--- src/rtl/sfc_rf_pkg.sv ---
package sfc_rf_pkg;
  localparam int OFF_CTRL   = 'h000;
  localparam int OFF_IMASK  = 'h004;
  localparam int OFF_ICLR   = 'h008;
  localparam int OFF_THR    = 'h00C;
  localparam int OFF_RCVR   = 'h010;
  localparam int OFF_MSTAT  = 'h01C;
  localparam int OFF_FSTAT  = 'h020;
  localparam int OFF_ESTAT  = 'h024;
  localparam int OFF_RAW    = 'h028;
  localparam int OFF_DMATRG = 'h080;
  localparam int OFF_DMAADR = 'h084;
  localparam int OFF_CMD    = 'h100;
  localparam int OFF_ADDR   = 'h104;
  localparam int OFF_DATA   = 'h108;

  localparam int IRQ_N = 8;
  localparam logic [31:0] CTRL_WMASK = 32'h0000_3F02;

  typedef enum logic [2:0] {
    IB_RXFULL = 3'd0, IB_RXUNF = 3'd1, IB_TXOVF = 3'd2, IB_TXEMP = 3'd3,
    IB_DONE = 3'd4, IB_BUSERR = 3'd5, IB_SERERR = 3'd6, IB_DMADONE = 3'd7
  } irq_bit_e;

  function automatic logic [31:0] fstat_pack(input logic [4:0] txl, input logic [4:0] rxl,
                                             input logic txf, input logic txe,
                                             input logic rxe, input logic rxf);
    logic [31:0] v;
    v = '0;
    v[0] = txf; v[1] = txe; v[2] = rxe; v[3] = rxf;
    v[12:8] = txl;
    v[20:16] = rxl;
    return v;
  endfunction

  function automatic logic [IRQ_N-1:0] irq_masked(input logic [IRQ_N-1:0] raw,
                                                  input logic [IRQ_N-1:0] msk);
    return raw & ~msk;
  endfunction
endpackage

--- src/rtl/sfc_rf_rst.sv ---
module sfc_rf_rst #(
  parameter int RST_CYCLES = 4
) (
  input  logic clk,
  input  logic rst_n,
  input  logic kick,
  output logic active
);
  localparam int CW = $clog2(RST_CYCLES + 1);
  logic [CW-1:0] cnt_q;

  always_ff @(posedge clk or negedge rst_n) begin
    if (!rst_n) cnt_q <= '0;
    else if (kick && cnt_q == '0) cnt_q <= CW'(RST_CYCLES);
    else if (cnt_q != '0) cnt_q <= cnt_q - 1'b1;
  end

  assign active = (cnt_q != '0);
endmodule

--- src/rtl/sfc_rf_fifo_port.sv ---
module sfc_rf_fifo_port #(
  parameter int FIFO_DEPTH = 16,
  parameter int LVL_W = $clog2(FIFO_DEPTH + 1)
) (
  input  logic             clk,
  input  logic             rst_n,
  input  logic             wr_req,
  input  logic             rd_req,
  input  logic [LVL_W-1:0] tx_level,
  input  logic [LVL_W-1:0] rx_level,
  output logic             tx_push,
  output logic             rx_pop,
  output logic             ovf_evt,
  output logic             unf_evt,
  output logic             tx_full,
  output logic             tx_empty,
  output logic             rx_full,
  output logic             rx_empty,
  output logic             rxf_rise,
  output logic             txe_rise
);
  localparam logic [LVL_W-1:0] FULL_LVL = LVL_W'(FIFO_DEPTH);
  logic txe_prev_q, rxf_prev_q;

  assign tx_full  = (tx_level >= FULL_LVL);
  assign tx_empty = (tx_level == '0);
  assign rx_full  = (rx_level >= FULL_LVL);
  assign rx_empty = (rx_level == '0);

  assign tx_push = wr_req && !tx_full;
  assign ovf_evt = wr_req && tx_full;
  assign rx_pop  = rd_req && !rx_empty;
  assign unf_evt = rd_req && rx_empty;

  always_ff @(posedge clk or negedge rst_n) begin
    if (!rst_n) begin
      txe_prev_q <= 1'b1;
      rxf_prev_q <= 1'b0;
    end else begin
      txe_prev_q <= tx_empty;
      rxf_prev_q <= rx_full;
    end
  end

  assign rxf_rise = rx_full && !rxf_prev_q;
  assign txe_rise = tx_empty && !txe_prev_q;
endmodule

--- src/rtl/sfc_rf_irq.sv ---
module sfc_rf_irq
  import sfc_rf_pkg::*;
(
  input  logic             clk,
  input  logic             rst_n,
  input  logic             wipe,
  input  logic [IRQ_N-1:0] set_vec,
  input  logic [IRQ_N-1:0] clr_vec,
  input  logic [IRQ_N-1:0] mask,
  output logic [IRQ_N-1:0] raw,
  output logic [IRQ_N-1:0] masked,
  output logic             irq
);
  always_ff @(posedge clk or negedge rst_n) begin
    if (!rst_n) raw <= '0;
    else if (wipe) raw <= '0;
    else raw <= (raw & ~clr_vec) | set_vec;
  end

  assign masked = irq_masked(raw, mask);
  assign irq = |masked;
endmodule

--- src/rtl/sfc_regfront.sv ---
module sfc_regfront
  import sfc_rf_pkg::*;
#(
  parameter int ADDR_W = 9,
  parameter int FIFO_DEPTH = 16,
  parameter int RST_CYCLES = 4,
  parameter int LVL_W = $clog2(FIFO_DEPTH + 1)
) (
  input  logic             clk,
  input  logic             rst_n,
  input  logic             bus_sel,
  input  logic             bus_wr,
  input  logic [ADDR_W-1:0] bus_addr,
  input  logic [31:0]      bus_wdata,
  output logic [31:0]      bus_rdata,
  input  logic             seq_busy,
  output logic             seq_start,
  output logic [31:0]      seq_ctrl,
  output logic [31:0]      seq_cmd,
  output logic [31:0]      seq_addr,
  output logic [31:0]      seq_thresh,
  output logic             dma_start,
  output logic [31:0]      dma_addr,
  input  logic             ev_xfer_done,
  input  logic             ev_bus_err,
  input  logic             ev_ser_err,
  input  logic             ev_dma_done,
  input  logic [LVL_W-1:0] tx_level,
  output logic             tx_push,
  output logic [31:0]      tx_wdata,
  input  logic [LVL_W-1:0] rx_level,
  output logic             rx_pop,
  input  logic [31:0]      rx_rdata,
  output logic             fifo_flush,
  output logic             irq
);
  localparam int WA_W = ADDR_W - 2;

  function automatic logic hit(input logic [ADDR_W-1:0] a, input int off);
    return a[ADDR_W-1:2] == WA_W'(off >> 2);
  endfunction

  // named internal events
  logic rst_active, busy, wr_ok, rd_ok, soft_clr;
  logic ctrl_wr, cmd_wr, dma_trg;
  logic ovf_evt, unf_evt, tx_full, tx_empty, rx_full, rx_empty, rxf_rise, txe_rise;
  logic [IRQ_N-1:0] imask_q, raw, masked, set_vec, clr_vec;
  logic [31:0] ctrl_q, cmd_q, addr_q, thr_q, dmaadr_q;
  logic start_q, dma_q;

  assign wr_ok    = bus_sel && bus_wr && !rst_active;
  assign rd_ok    = bus_sel && !bus_wr && !rst_active;
  assign busy     = seq_busy || rst_active;
  assign soft_clr = wr_ok && hit(bus_addr, OFF_RCVR) && bus_wdata[0];
  assign ctrl_wr  = wr_ok && hit(bus_addr, OFF_CTRL) && !busy;
  assign cmd_wr   = wr_ok && hit(bus_addr, OFF_CMD) && !seq_busy;
  assign dma_trg  = wr_ok && hit(bus_addr, OFF_DMATRG) && bus_wdata[0];

  sfc_rf_rst #(.RST_CYCLES(RST_CYCLES)) u_rst (
    .clk(clk), .rst_n(rst_n), .kick(soft_clr), .active(rst_active)
  );

  sfc_rf_fifo_port #(.FIFO_DEPTH(FIFO_DEPTH), .LVL_W(LVL_W)) u_fport (
    .clk(clk), .rst_n(rst_n),
    .wr_req(wr_ok && hit(bus_addr, OFF_DATA)),
    .rd_req(rd_ok && hit(bus_addr, OFF_DATA)),
    .tx_level(tx_level), .rx_level(rx_level),
    .tx_push(tx_push), .rx_pop(rx_pop),
    .ovf_evt(ovf_evt), .unf_evt(unf_evt),
    .tx_full(tx_full), .tx_empty(tx_empty), .rx_full(rx_full), .rx_empty(rx_empty),
    .rxf_rise(rxf_rise), .txe_rise(txe_rise)
  );

  always_comb begin
    set_vec = '0;
    set_vec[IB_RXFULL]  = rxf_rise;
    set_vec[IB_RXUNF]   = unf_evt;
    set_vec[IB_TXOVF]   = ovf_evt;
    set_vec[IB_TXEMP]   = txe_rise;
    set_vec[IB_DONE]    = ev_xfer_done;
    set_vec[IB_BUSERR]  = ev_bus_err;
    set_vec[IB_SERERR]  = ev_ser_err;
    set_vec[IB_DMADONE] = ev_dma_done;
    clr_vec = (wr_ok && hit(bus_addr, OFF_ICLR)) ? bus_wdata[IRQ_N-1:0] : '0;
  end

  sfc_rf_irq u_irq (
    .clk(clk), .rst_n(rst_n), .wipe(soft_clr || rst_active),
    .set_vec(set_vec), .clr_vec(clr_vec), .mask(imask_q),
    .raw(raw), .masked(masked), .irq(irq)
  );

  always_ff @(posedge clk or negedge rst_n) begin
    if (!rst_n) begin
      ctrl_q <= '0; cmd_q <= '0; addr_q <= '0; thr_q <= '0;
      dmaadr_q <= '0; imask_q <= '0; start_q <= 1'b0; dma_q <= 1'b0;
    end else if (soft_clr) begin
      ctrl_q <= '0; cmd_q <= '0; addr_q <= '0; thr_q <= '0;
      dmaadr_q <= '0; imask_q <= '0; start_q <= 1'b0; dma_q <= 1'b0;
    end else begin
      start_q <= cmd_wr;
      dma_q   <= dma_trg;
      if (ctrl_wr) ctrl_q <= bus_wdata & CTRL_WMASK;
      if (cmd_wr) cmd_q <= bus_wdata;
      if (wr_ok && hit(bus_addr, OFF_ADDR)) addr_q <= bus_wdata;
      if (wr_ok && hit(bus_addr, OFF_THR)) thr_q <= bus_wdata;
      if (wr_ok && hit(bus_addr, OFF_DMAADR)) dmaadr_q <= bus_wdata;
      if (wr_ok && hit(bus_addr, OFF_IMASK)) imask_q <= bus_wdata[IRQ_N-1:0];
    end
  end

  always_comb begin
    bus_rdata = '0;
    if (hit(bus_addr, OFF_CTRL))        bus_rdata = ctrl_q;
    else if (hit(bus_addr, OFF_IMASK))  bus_rdata = 32'(imask_q);
    else if (hit(bus_addr, OFF_THR))    bus_rdata = thr_q;
    else if (hit(bus_addr, OFF_RCVR))   bus_rdata = 32'(rst_active);
    else if (hit(bus_addr, OFF_MSTAT))  bus_rdata = 32'(masked);
    else if (hit(bus_addr, OFF_FSTAT))
      bus_rdata = fstat_pack(5'(tx_level), 5'(rx_level), tx_full, tx_empty, rx_empty, rx_full);
    else if (hit(bus_addr, OFF_ESTAT))  bus_rdata = 32'(busy);
    else if (hit(bus_addr, OFF_RAW))    bus_rdata = 32'(raw);
    else if (hit(bus_addr, OFF_DMAADR)) bus_rdata = dmaadr_q;
    else if (hit(bus_addr, OFF_CMD))    bus_rdata = cmd_q;
    else if (hit(bus_addr, OFF_ADDR))   bus_rdata = addr_q;
    else if (hit(bus_addr, OFF_DATA))   bus_rdata = rx_rdata;
  end

  assign seq_start  = start_q;
  assign dma_start  = dma_q;
  assign seq_ctrl   = ctrl_q;
  assign seq_cmd    = cmd_q;
  assign seq_addr   = addr_q;
  assign seq_thresh = thr_q;
  assign dma_addr   = dmaadr_q;
  assign tx_wdata   = bus_wdata;
  assign fifo_flush = rst_active;
endmodule

--- config.mk ---
export PLATFORM = sky130hd
export DESIGN_NAME = sfc_regfront
export DESIGN_NICKNAME = d
export VERILOG_FILES = /design/src/rtl/sfc_rf_pkg.sv /design/src/rtl/sfc_rf_rst.sv /design/src/rtl/sfc_rf_fifo_port.sv /design/src/rtl/sfc_rf_irq.sv /design/src/rtl/sfc_regfront.sv
export SDC_FILE = /design/constraint.sdc
export NUM_CORES = 1
export LEC_CHECK = 0
export BUFFER_PORTS_ARGS = -buffer_cell sky130_fd_sc_hd__buf_2
export CAP_MARGIN = 20
export CORE_AREA = 10 10 143 178
export DETAILED_ROUTE_END_ITERATION = 16
export DIE_AREA = 0 0 153 188
export MAX_ROUTING_LAYER = met4
export PLACE_DENSITY = 0.66
export SETUP_SLACK_MARGIN = 0.2
export SLEW_MARGIN = 20
export SYNTH_ARGS = -nofsm -noshare
export SYNTH_HDL_FRONTEND = slang
export SYNTH_SLANG_ARGS = --single-unit
--- constraint.sdc ---
create_clock -name clk -period 2.52 [get_ports clk]
set_input_delay 0.252 -clock clk [delete_from_list [all_inputs] [get_ports clk]]
set_output_delay 0.252 -clock clk [all_outputs]
set_load 0.01 [all_outputs]
-- Word level (Yosys, flattened, before mapping)
Index checks and enable logic that the tools add are counted.
W data, S select, Z words.
- add/sub/neg operators: 1
- $lt $le $gt $ge: 2
- equal/unequal tests: 13
- mux-type cells: 30
- bitwise gates (word level): 5
- reduce and logical (&&, ||, !) cells: 49
- operators with widths (operator ; number):
    $mux W32 ; 22
    $mux W8 ; 4
    $logic_and A1 B1 Y1 ; 26
    $eq A7 B4 Y1 const B ; 3
    $eq A7 B7 Y1 const B ; 3
    $and A8 B8 Y8 ; 2
    $not A8 Y8 ; 2
    $eq A7 B2 Y1 const B ; 2
    $eq A7 B3 Y1 const B ; 2
    $eq A7 B6 Y1 const B ; 2
    $reduce_bool A2 Y1 ; 7
    $ge A5 B5 Y1 const B ; 2
    $logic_not A5 Y1 ; 2
    $logic_not A1 Y1 ; 8
    $or A8 B8 Y8 ; 1
    $reduce_or A8 Y1 ; 1
    $eq A7 B1 Y1 const B ; 1
    $logic_not A7 Y1 ; 1
    $mux W3 ; 2
    $logic_not A3 Y1 ; 1
    $reduce_bool A3 Y1 ; 1
    $sub A3 B1 Y3 const B ; 1
    $logic_or A1 B1 Y1 ; 2
    $mux W1 ; 2
- bits in registers: 183
- input port bits: 92
- output and inout bits: 230
- logic and storage cells: 112

-- Depth between registers and ports, before layout
- word-level depth: 13
- gate-level depth with buffers: 10
- gate-level depth less buffers: 8

-- By module
Synthesis repeated with hierarchy kept, for this count alone.
- cells, all modules: 1041
- area total of the unflattened synthesis: 8879.8 µm²
- modules (own cells, without submodules) (module ; instances ; cells each ; area an instance (µm²) ; seq. area each (µm²)):
    sfc_regfront ; 1 ; 968 ; 8172.8 ; 3628.5
    sfc_rf_irq ; 1 ; 44 ; 400.4 ; 200.2
    sfc_rf_rst ; 1 ; 15 ; 177.7 ; 75.1
    sfc_rf_fifo_port ; 1 ; 14 ; 128.9 ; 51.3

-- Least setup slack after synthesis
No wires, ideal clock.
- kind: register to output
- from: register u_rst.cnt_q[0]
- to: output port tx_push
- data arrival time: 1.803 ns
- required time: 2.268 ns
- setup slack: 0.465 ns
- stages on the path, launching flop included: 9
- path buffers: 2
- cells stage by stage: dfrtp_1 -> inv_1 -> ha_1 -> nor2b_1 -> and3_1 -> clkbuf_1 -> clkbuf_1 -> nand2_1 -> nor2_1
- longest elaborated chain between the ends: 5
- RTL lines (item ; line ; RTL):
    start, declared ; sfc_rf_rst.sv:10 ; logic [CW-1:0] cnt_q;
    start signal, assigned ; sfc_rf_rst.sv:14 ; else if (kick && cnt_q == '0) cnt_q <= CW'(RST_CYCLES);
    start signal, assigned ; sfc_rf_rst.sv:15 ; else if (cnt_q != '0) cnt_q <= cnt_q - 1'b1;
    $reduce_bool A3 Y1 ; sfc_rf_rst.sv:18 ; assign active = (cnt_q != '0);
    $logic_not A1 Y1 ; sfc_regfront.sv:51 ; assign wr_ok = bus_sel && bus_wr && !rst_active;
    $logic_and A1 B1 Y1 ; sfc_regfront.sv:51 ;
    $logic_and A1 B1 Y1 ; sfc_regfront.sv:65 ; .wr_req(wr_ok && hit(bus_addr, OFF_DATA)),
    $logic_and A1 B1 Y1 ; sfc_rf_fifo_port.sv:30 ; assign tx_push = wr_req && !tx_full;
    end, declared ; sfc_regfront.sv:29 ; output logic tx_push,
No other way between the ends.

-- Final worst setup path
- from: register u_rst.cnt_q[1]
- to: output port bus_rdata[0]
- longest elaborated chain between the ends: 9
- RTL lines (item ; line ; RTL):
    $reduce_bool A3 Y1 (*) ; sfc_rf_rst.sv:18 ;
    $logic_or A1 B1 Y1 ; sfc_regfront.sv:53 ; assign busy = seq_busy || rst_active;
    $mux W32 ; sfc_regfront.sv:121 ; else if (hit(bus_addr, OFF_ESTAT)) bus_rdata = 32'(busy);
    $mux W32 ; sfc_regfront.sv:119 ; else if (hit(bus_addr, OFF_FSTAT))
    $mux W32 ; sfc_regfront.sv:118 ; else if (hit(bus_addr, OFF_MSTAT)) bus_rdata = 32'(masked);
    $mux W32 (*) ; sfc_regfront.sv:117 ; else if (hit(bus_addr, OFF_RCVR)) bus_rdata = 32'(rst_active);
    $mux W32 (*) ; sfc_regfront.sv:116 ; else if (hit(bus_addr, OFF_THR)) bus_rdata = thr_q;
    $mux W32 (*) ; sfc_regfront.sv:115 ; else if (hit(bus_addr, OFF_IMASK)) bus_rdata = 32'(imask_q);
    $mux W32 (*) ; sfc_regfront.sv:114 ; if (hit(bus_addr, OFF_CTRL)) bus_rdata = ctrl_q;
    end, declared ; sfc_regfront.sv:15 ; output logic [31:0] bus_rdata,
Mark *: on every way between the ends. The rest lies on a longest branch, timed or not.

==> run metrics <==
Area Overhead vs Synth 29.5%; Syn Inst Count 1033; Pwr Density between 500 and 600 mW/mm2; vias in the first global route 9296; status complete, no violations; initial DRC count a little under 800; core area between 0.02 and 0.025 mm2; fmax about 430 MHz; most common cell in the netlist nand2_1; fin. max-slew vios 0; GRT met2 Usage 0.426; Yosys cell types 65; clock tree buffer depth 2; CP Launch Type register; met1 Use GR 0.291; Hold Path Class input pin to register; first-pass iteration count of the detailed router 6; area share of the largest cell type after synthesis 0.452; sw power 1.78 mW; Slew HR 0.593; antenna violations before repair 0; fin crit share 0.931; TritonCTS Buffers 17; grt met3 use 0.0492; Site Rows 61; global route overflow 0; CP required ~2300 ps; largest net degree at the start of global routing 65; Post-Synthesis Cell Area ~0.0087 mm2; CP arrival 2090 ps; antenna-violating nets left 0; CTS tree built; Ys Warns 0; H-tree level count 4; sequential share of power 0.426; cell accounting for the most synthesized area dfrtp_1; NumNets Final roughly 1400; busiest grt layer met2; average routed wire per standard cell between 20 and 25 um; clock sink total 158; post-detail-place hpwl between 20000 and 30000 um; global-route wire length before repair about 56000 um; io pins between 300 and 400; drt drc 0; P_leak between 5 and 6 nW; clock root buffer clkbuf_16; crit path kind register to primary output; final setup fails 0; total track usage 0.253; RD Place Congestion around 0.96; time the worst path needs with I/O delays and setup 2350 ps; Chip Height around 190 um; worst-path fanout max 3; Logic pwr share 0.144; setup TNS 0 ps; pre-CTS setup slack 89.2 ps; Max Cap Viol 0; register bit count reported by yosys ~160; Worst-Margin Slew 611 ps; register area share after synthesis 0.455; CTS clk-pin slew, worst paths 60 ps; Total Wirelength approximately 37000 um; RSZ-0062 raised after global routing yes; internal power ~4.6 mW; Synth Area per Inst approximately 8.4 um2; Vias/cell ~5.7; worst setup margin roughly 170 ps; Critical Path Sink Type primary output; die area about 0.029 mm2; Clk pwr share 0.430; number of synthesized flops with an enable pin 0; via count 9099; antenna diode count 0; Die Wd 153 um; top_reg_cell synth dfrtp_1; final hold viol count 0; Initial Util 0.395; share of layout cells above drive strength 1 0.327; port buffer count about 290; clk_skew approximately 15 ps; switching part of the total 0.278; worst vdd rail ir drop 447 uV; share of synthesized registers carrying an async set or reset 1.00; Skew-Pair Late Insertion Delay approximately 430 ps; largest cells by area after synthesis dfrtp_1 45%, nand2_1 12%, a21oi_1 8.6%, buf_4 5.2%, o21ai_0 2.4%; most frequent cells after synthesis 281 x nand2_1, 157 x dfrtp_1, 150 x a21oi_1
-- power groups by stage --
stage                     Clock (mW)  Sequential, mW  Combinational, mW
final                           2.74            2.72              0.918
after global routing            2.87            2.73              0.995
after CTS                       2.77            2.72              0.865
after detailed placement           0            2.76              0.814
after global placement             0            2.75              0.802
after floorplan                    0            2.76              0.436
-- metal layers --
metal,part of all wire,vias to the layer above
li1,-,4076
met1,0.39,4416
met2,0.50,530
met3,0.075,77
met4,0.033,0
met5,0,-
-- logic make-up after synthesis --
group / count (synthesis) / synth area share
simple gates: 417 / 0.219
compound gates: 297 / 0.215
flops: 158 / 0.455
buf+inv: 149 / 0.0970
mux: 8 / 0.00922
fa+ha+maj: 2 / 0.00288
other cells: 1 / 0.000432
xor+xnor: 1 / 0.00101
-- sequential cells by signal (all words and copies together) (netlist names) --
name	count
u_rst.cnt_q	3
seq_ctrl	7
seq_start	1
u_irq.raw	8
u_fport.txe_prev_q	1
imask_q	8
seq_addr	32
seq_cmd	32
u_fport.rxf_prev_q	1
dma_start	1
seq_thresh	32
dma_addr	32
-- worst paths after layout --
check	from	endpoint	slack, ps	depth (start not counted)
worst min-delay path	rx_level[4]	u_fport.rxf_prev_q	40	1
worst max-delay path	u_rst.cnt_q[1]	bus_rdata[0]	170	9
worst min register to register	imask_q[5]	imask_q[5]	530	2
max in group asynchronous	rst_n	u_fport.txe_prev_q	1320	3
worst max register to register	u_rst.cnt_q[1]	seq_thresh[8]	500	9
min in group asynchronous	rst_n	dma_addr[17]	380	2
-- cells in the final DEF, fill, tap and decap left out, types with 3 or more instances in the layout --
cell type,count
a21o_1,18
a21oi_1,149
a221o_1,12
a221oi_1,8
a221oi_2,3
a222oi_1,20
a22oi_1,6
a31oi_1,3
and2_1,4
buf_12,12
buf_2,293
buf_4,53
buf_6,5
bufinv_16,3
clkbuf_16,17
conb_1,25
dfrtp_1,157
inv_1,13
inv_2,3
inv_6,5
mux2i_1,8
nand2_1,281
nand2b_1,6
nand3_1,38
nor2_1,28
nor2b_1,14
nor3_1,7
nor3_4,5
nor4_4,4
o21ai_0,41
o21ai_1,7
o22ai_1,6
o32ai_1,5
-- worst max-delay path, stage by stage (launching register included) --
cell	delay, ps
dfrtp_1	400
inv_2	80
ha_4	130
nor2b_4	190
inv_4	60
o22ai_4	150
o32ai_2	120
a221oi_2	270
a21oi_2	120
buf_2	150
-- layout make-up --
cell class                 instances  area, um2
fill                            2136      10700
tap                              283        354
multi-input combinational        750       4080
sequential                       158       3960
inverter                          17       66.3
clock inverter                    13        174
timing repair buffer             364       2170
clock buffer                      19        443
-- timing repair --
action,4_1_cts,5_1_grt
hold endpoints to repair,61,0
pin swaps,3,8
buffers inserted,1,5
setup endpoints to repair,7,25
hold buffers,1,0
gates cloned,0,1
resized for setup,15,13
-- through the flow --
step                std cells  cell area (um2)  utilization  power [mW]  hold WS, ps
global placement         1564            10500        0.476        3.55          286
floorplan                1057             8770            -        3.19        -43.6
CTS                      1598            11100        0.507        6.35         17.4
detailed placement       1564            10500        0.476        3.57          290
global route             1604            11200        0.511        6.60         16.3
finish                   1604            11200        0.511        6.38         39.0
(Power assumes the default switching activity.)
